$ cat src/rtl/stm_pkg.sv
package stm_pkg;

    // Policy for leaving a slave that still owes completions.
    typedef enum logic {
        XPOL_RELAXED = 1'b0,   // one leftover completion allowed
        XPOL_STRICT  = 1'b1    // slave must be idle before switching
    } xpol_e;

endpackage

$ cat src/rtl/stm_outstanding_tracker.sv
module stm_outstanding_tracker
    import stm_pkg::*;
#(
    parameter int    NSLV    = 4,
    parameter int    SW      = 2,
    parameter int    MAX_OUT = 15,
    parameter xpol_e POLICY  = XPOL_RELAXED
) (
    input  logic            clk,
    input  logic            rst_n,
    input  logic            req_valid,
    input  logic [SW-1:0]   req_sel,
    input  logic [NSLV-1:0] addr_ack,
    input  logic [NSLV-1:0] data_ack,
    output logic            cmd_valid,
    output logic            accepted,
    output logic [NSLV-1:0] dret_en,
    output logic [SW-1:0]   ret_sel
);

    localparam int CW = $clog2(MAX_OUT + 1);
    localparam logic [CW-1:0] CAP = CW'(MAX_OUT);
    localparam logic [CW-1:0] LIM = (POLICY == XPOL_STRICT) ? '0 : CW'(1);

    typedef struct packed {
        logic [SW-1:0] cur;      // slave currently being streamed to
        logic [CW-1:0] cnt;      // its outstanding count
        logic          old_v;    // leftover completion owed by previous slave
        logic [SW-1:0] old_sel;  // which slave owes it
    } trk_t;

    trk_t st_q, st_d;

    logic same, permit, dack, cur_ret;

    always_comb begin
        st_d     = st_q;
        ret_sel  = st_q.old_v ? st_q.old_sel : st_q.cur;
        dret_en  = '0;
        dret_en[ret_sel] = 1'b1;
        dack     = data_ack[ret_sel];
        cur_ret  = dack && !st_q.old_v;
        same     = (req_sel == st_q.cur);
        permit   = same ? (st_q.cnt < CAP)
                        : (!st_q.old_v && (st_q.cnt <= LIM));
        cmd_valid = req_valid && permit;
        accepted  = cmd_valid && addr_ack[req_sel];

        if (st_q.old_v && dack) begin
            st_d.old_v = 1'b0;
        end

        if (accepted && !same) begin
            st_d.old_v   = (st_q.cnt != '0) && !cur_ret;
            st_d.old_sel = st_q.cur;
            st_d.cur     = req_sel;
            st_d.cnt     = CW'(1);
        end else begin
            st_d.cnt = st_q.cnt + CW'(accepted) - CW'(cur_ret);
        end
    end

    always_ff @(posedge clk) begin
        if (!rst_n) begin
            st_q <= '0;
        end else begin
            st_q <= st_d;
        end
    end

    // the per-slave count never passes the configured depth
    a_r4_depth_cap: assert property (@(posedge clk) disable iff (!rst_n)
        st_q.cnt <= CAP);

    // a switch leaves the new slave current with exactly one in flight
    a_r5_switch_lands: assert property (@(posedge clk) disable iff (!rst_n)
        (accepted && !same) |=> (st_q.cnt == CW'(1)) && (st_q.cur == $past(req_sel)));

    // the leftover tag does not move while it is owed
    a_r6_tag_hold: assert property (@(posedge clk) disable iff (!rst_n)
        st_q.old_v |=> (!st_q.old_v || $stable(st_q.old_sel)));

    // exactly one slave may complete at a time
    a_r7_one_enable: assert property (@(posedge clk) disable iff (!rst_n)
        $countones(dret_en) == 1);

    // slaves honour the completion enable
    a_r7_gate_obeyed: assert property (@(posedge clk) disable iff (!rst_n)
        (data_ack & ~dret_en) == '0);

    generate
        if (POLICY == XPOL_STRICT) begin : g_strict_chk
            // strict switching never leaves a leftover behind
            a_r10_no_leftover: assert property (@(posedge clk) disable iff (!rst_n)
                $rose(st_q.cur != $past(st_q.cur)) |-> !st_q.old_v);
        end
    endgenerate

endmodule

$ cat src/rtl/stm_return_mux.sv
module stm_return_mux #(
    parameter int NSLV = 4,
    parameter int SW   = 2,
    parameter int DW   = 32
) (
    input  logic [NSLV-1:0]    data_ack,
    input  logic [NSLV*DW-1:0] rdata_flat,
    input  logic [SW-1:0]      ret_sel,
    output logic               rsp_valid,
    output logic [DW-1:0]      rsp_rdata,
    output logic [SW-1:0]      rsp_slave
);

    logic [DW-1:0] lane [NSLV];

    generate
        for (genvar g = 0; g < NSLV; g++) begin : g_lane
            assign lane[g] = rdata_flat[g*DW +: DW];
        end
    endgenerate

    always_comb begin
        rsp_valid = data_ack[ret_sel];
        rsp_rdata = lane[ret_sel];
        rsp_slave = ret_sel;
    end

endmodule

$ cat src/rtl/stm_split_master.sv
module stm_split_master
    import stm_pkg::*;
#(
    parameter int    AW      = 16,
    parameter int    DW      = 32,
    parameter int    NSLV    = 4,
    parameter int    MAX_OUT = 15,
    parameter xpol_e POLICY  = XPOL_RELAXED,
    localparam int   SW      = (NSLV > 1) ? $clog2(NSLV) : 1
) (
    input  logic               clk,
    input  logic               rst_n,
    input  logic               req_valid,
    input  logic [AW-1:0]      req_addr,
    input  logic               req_we,
    input  logic [DW-1:0]      req_wdata,
    output logic               req_stall,
    output logic               bus_valid,
    output logic [SW-1:0]      bus_sel,
    output logic [AW-1:0]      bus_addr,
    output logic               bus_we,
    output logic [DW-1:0]      bus_wdata,
    input  logic [NSLV-1:0]    bus_addr_ack,
    input  logic [NSLV-1:0]    bus_data_ack,
    input  logic [NSLV*DW-1:0] bus_rdata,
    output logic [NSLV-1:0]    bus_dret_en,
    output logic               rsp_valid,
    output logic [DW-1:0]      rsp_rdata,
    output logic [SW-1:0]      rsp_slave
);

    logic [SW-1:0] sel;
    logic [SW-1:0] ret_sel;
    logic          accepted;

    assign sel       = req_addr[AW-1 -: SW];
    assign bus_sel   = sel;
    assign bus_addr  = req_addr;
    assign bus_we    = req_we;
    assign bus_wdata = req_wdata;
    assign req_stall = req_valid && !accepted;

    stm_outstanding_tracker #(
        .NSLV(NSLV), .SW(SW), .MAX_OUT(MAX_OUT), .POLICY(POLICY)
    ) trk_i (
        .clk      (clk),
        .rst_n    (rst_n),
        .req_valid(req_valid),
        .req_sel  (sel),
        .addr_ack (bus_addr_ack),
        .data_ack (bus_data_ack),
        .cmd_valid(bus_valid),
        .accepted (accepted),
        .dret_en  (bus_dret_en),
        .ret_sel  (ret_sel)
    );

    stm_return_mux #(
        .NSLV(NSLV), .SW(SW), .DW(DW)
    ) rmux_i (
        .data_ack  (bus_data_ack),
        .rdata_flat(bus_rdata),
        .ret_sel   (ret_sel),
        .rsp_valid (rsp_valid),
        .rsp_rdata (rsp_rdata),
        .rsp_slave (rsp_slave)
    );

endmodule

$ cat config.mk
export PLATFORM = sky130hd
export DESIGN_NAME = stm_split_master
export DESIGN_NICKNAME = d
export VERILOG_FILES = /design/src/rtl/stm_pkg.sv /design/src/rtl/stm_outstanding_tracker.sv /design/src/rtl/stm_return_mux.sv /design/src/rtl/stm_split_master.sv
export SDC_FILE = /design/constraint.sdc
export NUM_CORES = 1
export LEC_CHECK = 0
export BUFFER_PORTS_ARGS = -buffer_cell sky130_fd_sc_hd__buf_2
export CORE_AREA = 2 2 108 110
export DETAILED_ROUTE_END_ITERATION = 6
export DIE_AREA = 0 0 110 112
export GPL_ROUTABILITY_DRIVEN = 0
export SLEW_MARGIN = 20
export SYNTH_ARGS = -nofsm -noshare
export SYNTH_HDL_FRONTEND = slang
export SYNTH_SLANG_ARGS = --single-unit
$ cat constraint.sdc
create_clock -name clk -period 2.9 [get_ports clk]
set_input_delay 0.29 -clock clk [delete_from_list [all_inputs] [get_ports clk]]
set_output_delay 0.29 -clock clk [all_outputs]
set_load 0.01 [all_outputs]
# Word level (Yosys, flattened, before mapping)
# Cells that the tools add are included.
# classes
addsub	2
n_lt_le_gt_ge	6
eq_ne	1
muxes	14
n_bitwise	2
reduce_logical	16
# op_table
operator	count
$bmux 32 s2	1
$mux 32	2
$logic_and 1x1->1	9
$lt 2x3->1 const B	2
$mux 1	6
$add 4x1->4	1
$bmux 1 s2	2
$le 4x1->1 const B	1
$logic_not 1->1	4
$lt 4x4->1 const B	1
$reduce_bool 4->1	1
$sub 4x1->4	1
$ge 3x3->1 const B	1
$mux 3	1
$not 2->3	1
$demux 1 s2	1
$eq 2x2->1	1
$ge 2x1->1 const B	1
$mux 2	1
$reduce_bool 2->1	1
$reduce_or 2->1	1
$not 1->1	1
# word_totals
register_bits	9
wordCells	46

# Logic depth before layout (Yosys ltp)
# logic_depth
depth_word	8
ltp_mapped	12
depth_no_buf	12

# Cells and area by module
# From an unflattened synthesis, not the netlist that was laid out.
# hier_totals
cells_unflattened	174
area_unflattened_um2	1995.7
# by_module_without_submodules
module	n_inst	cells_each	area_each_um2
stm_return_mux	1	43	859.6
stm_outstanding_tracker	1	79	739.5
stm_split_master	1	52	396.6

# Worst setup path after synthesis
# Ideal clock, no wire load.
# synth_timing
kind	reg-to-reg
startpoint	register trk_i.st_q[2] (netlist bit)
endpoint	register trk_i.st_q[5] (netlist bit)
setup_time_ns	0.080
arrival_ns	2.516
required_ns	2.820
setup_slack_ns	0.305
stages_incl_launch_ff	13
path_buffers	0
period_less_slack_ns	2.595
cell_sequence	dfxtp_1 mux2i_1 inv_2 mux2i_1 mux2i_1 and2_1 ha_1 inv_1 ha_1 inv_1 fa_1 xor2_1 nor3b_1
# synth_rtl
element	line_no	source
start, declared	stm_outstanding_tracker.sv:32	trk_t st_q, st_d;
start signal, assigned	stm_outstanding_tracker.sv:67	st_q <= st_d;
$mux 2	stm_outstanding_tracker.sv:38	ret_sel = st_q.old_v ? st_q.old_sel : st_q.cur;
$bmux 1 s2	n/a	
$mux 1	n/a	
net rsp_valid	stm_split_master.sv:27	output logic rsp_valid,
$logic_and 1x1->1	stm_outstanding_tracker.sv:42	cur_ret = dack && !st_q.old_v;
$sub 4x1->4	stm_outstanding_tracker.sv:59	st_d.cnt = st_q.cnt + CW'(accepted) - CW'(cur_ret);
# The timed path passes the listed nets, and every way through them passes these cells. The select of a mux whose other input is x is not followed.
# A chain may end at the register's enable or synchronous reset.

# Worst setup path in the final report
# layout_timing
startpoint	register trk_i.st_q[2] (netlist bit)
endpoint	output rsp_rdata[9]
# layout_between
elab_chain_cells	5
# layout_lines
element	line_no	source
$mux 2	stm_outstanding_tracker.sv:38	
$not 2->3 (not written as such)	stm_return_mux.sv:24	rsp_rdata = lane[ret_sel];
$bmux 32 s2	stm_return_mux.sv:24	
$mux 32 (not written as such) (2 in a row)	stm_return_mux.sv:24	
end, declared	stm_split_master.sv:28	output logic [DW-1:0] rsp_rdata,
# No other way between the ends. The select of a mux whose other input is x is not followed.

==> results.ini <==
[power_and_ir_drop]
peakVddDrop_v = 0.000323
p_leak_nw = 1.59
p_per_area_nw_per_um2 = 432

[setup_path]
slowest_delay_ns = 0.49
cp_max_fo = 35
cp_top_family = buffers and inverters
cp_slowest_cell = dfxtp_1
start_kind = register
crit_chain = mux2i_4 -> buf_4 -> inv_2 -> and3_1 -> a31oi_1 -> buf_2
regToRegEndpoint = trk_i.st_q[5]
criticalPathCategory = reg2out
crit_buf_inv = 3
regToRegStartpoint = trk_i.st_q[2]
endpoint_kind = output pin
cp.arrival_ns = 2.41
r2r_cells = 12
ff2ff_setup_slack_ns = 0.29
worst_ep_required_time_ns = 2.61

[grt]
first_global_vias = 2268
grt_max_degree = 67
grt_use_total_pct = 11.6
grt_pass1_wl_mm = 11.3
grt_overflow = 0
antenna_found_initial = 0

[floorplanning]
std_cell_rows = 39
die_w_um = 110
design.core.area_um2 = 11200
dieArea_um2 = 12300
initial_core_util_pct = 17.9
ios = 280
die_height_um = 112

[final_layout]
nets = 650
top_register = trk_i.st_q
stdcell_area_um2 = 2760
antenna_cells = 0
synthToLayoutAreaGrowth_pct = 37.9
reg.largest.list = trk_i.st_q (9)
drive_gt1_share_pct = 43.8
largest_register_ffs = 9
nFillCells = 1282

[timing]
tightest_slew_ns = 0.678
maxSlewViolCount = 0
maxSlewHeadroom_pct = 54.8
rsz0062_at_grt = false
skew_ns = 0.00330
finalCritPeriodShare_pct = 93.0
setup_tns_ns = 0
setup_viol = 0
hold_violations = 0
post-route-min-period_ns = 2.70
max_freq_ghz = 0.371

[route]
dr_wl_met2_mm = 3.76
routed-via-count = 2533
wl_per_cell_um = 13.5
wl_met3_um = 798
drt-initial-drc-count = 131
routed.top_layer = met4
wl_met1_mm = 3.21
routed_via_density = 4.24
postRouteAntennaNets = 0
drt-total-wl_mm = 8.03
remaining_drc_errors = 0
drtPass1Iterations = 4

[synthesis]
synthCells = 333
yosysSeqAreaShare_pct = 8.99
ys_seq_elements = 9
yosys_warnings = 0
synthFlopType = dfxtp_1
synth_edf_count = 0
syn_area_per_cell_um2 = 6.02
synth_cell_type_count = 30
async_flop_share_pct = 0
syn-cell-area_um2 = 2000
synthesis.nets = 528

[min_path]
holdPathEnd = trk_i.st_q[8]
hp-start = req_addr[15]
hold_depth = 3
hold_path.class = in2reg

[clock_network]
worstSkewPairLatency_ns = 0.24
clkSlewWorstSetupHoldPaths_ns = 0.04
h-tree-depth = 1
cts_tree = yes
cts_setup_buffers = 0
cts_resized = 0
numCtsBuffers = 3
cts_sinks = 9
cts-hold-fix-buffers = 0
cts-root-buf = clkbuf_16
cts.path.max_buffers = 2

[placement]
portBuffers = 185
place_area_um2 = 2680
dp_hpwl_mm = 6.35

[run_status]
outcome = completed

[flow_run]
cap_violations = 0

==> report_power, final <==
| part | switching [mW] | internal, mW |
|---|---|---|
| registers | 0.0303 | 0.154 |
| logic | 0.412 | 0.346 |
| clock network | 0.0648 | 0.184 |
| total | 0.507 | 0.684 |
==> layout by cell type (no fill, tap or decap), types with 2 or more instances in the layout <==
cell type,synthesis,layout
a31oi_1,32,32
and3_1,32,32
buf_2,9,185
buf_4,52,4
clkbuf_16,0,3
dfxtp_1,9,9
ha_1,6,6
inv_1,9,9
inv_2,2,2
mux2i_1,8,7
mux2i_4,0,2
nand2_1,135,135
nand3_1,2,2
nor2_1,4,4
nor3b_1,4,4
xnor2_1,3,3
==> how the worst max path moves through the flow <==
stage / startpoint / end / slack (ns) / cells after the start
2_1_floorplan: trk_i.st_q[2] / trk_i.st_q[5] / 0.30 / 12
4_1_cts: trk_i.st_q[2] / rsp_rdata[9] / 0.16 / 6
5_1_grt: trk_i.st_q[2] / rsp_rdata[9] / 0.04 / 6
6_report: trk_i.st_q[2] / rsp_rdata[9] / 0.20 / 6
3_3_place_gp: trk_i.st_q[2] / trk_i.st_q[5] / 0.34 / 12
3_5_place_dp: trk_i.st_q[2] / trk_i.st_q[5] / 0.29 / 12
==> cell usage after synthesis, types with 2 or more instances <==
| library cell | count | share of area [%] |
|---|---|---|
| a31oi_1 | 32 | 10 |
| and3_1 | 32 | 10 |
| buf_2 | 9 | 2.2 |
| buf_4 | 52 | 19 |
| clkbuf_1 | 11 | 2.1 |
| dfxtp_1 | 9 | 9.0 |
| ha_1 | 6 | 3.7 |
| inv_1 | 9 | 1.7 |
| inv_2 | 2 | 0.37 |
| mux2i_1 | 8 | 4.0 |
| nand2_1 | 135 | 25 |
| nand3_1 | 2 | 0.50 |
| nor2_1 | 4 | 0.75 |
| nor3b_1 | 4 | 1.5 |
| xnor2_1 | 3 | 1.3 |
==> through the flow <==
stage	util, %	instances	power [mW]	setup slack [ns]	hold WS, ns
floorplan	-	333	0.731	0.305	0.432
global placement	24.0	593	0.952	0.340	0.487
detailed placement	24.0	593	0.955	0.288	0.494
CTS	24.7	597	1.21	0.156	0.357
global route	24.7	597	1.31	0.0383	0.380
finish	24.7	597	1.19	0.203	0.355
==> cell families (layout without fill, tap and decap cells) <==
family                     Yosys count  after routing  share of synthesized area, %
AOI/OAI and AO/OA                   40             40                          13.6
xor gates and xnor gates             4              4                          1.75
and+or+nand+nor                    180            180                          39.2
muxes                               10             10                          5.81
adders and majority gates            7              7                          4.75
buffers and inverters               83            204                          25.9
DFF                                  9              9                          8.99
==> worst register-to-register path, stage by stage, from the launching register on <==
cell and delay (ns):
dfxtp_1 0.49, mux2i_4 0.30, inv_2 0.08, mux2i_1 0.12
mux2i_1 0.22, and2_1 0.17, ha_1 0.22, inv_1 0.06
ha_1 0.16, inv_1 0.05, fa_1 0.37, xor2_1 0.15
nor3b_1 0.15
==> final cells by class <==
| class | instances | area, um2 | share of cell area, % |
|---|---|---|---|
| multi-input cells | 241 | 1330 | 48.0 |
| repair buffers | 189 | 956 | 34.6 |
| flip-flops and latches | 9 | 180 | 6.52 |
| well taps | 143 | 179 | 6.48 |
| clock buffers | 4 | 78.8 | 2.85 |
| inverters | 11 | 41.3 | 1.50 |
==> metal layers <==
metal	up-vias	GRT usage (%)
met5	-	0
met4	0	4.39
met3	26	3.28
met2	114	19.6
met1	1100	13.9
li1	1293	-
Note: power is estimated with default switching activity, not from simulation.
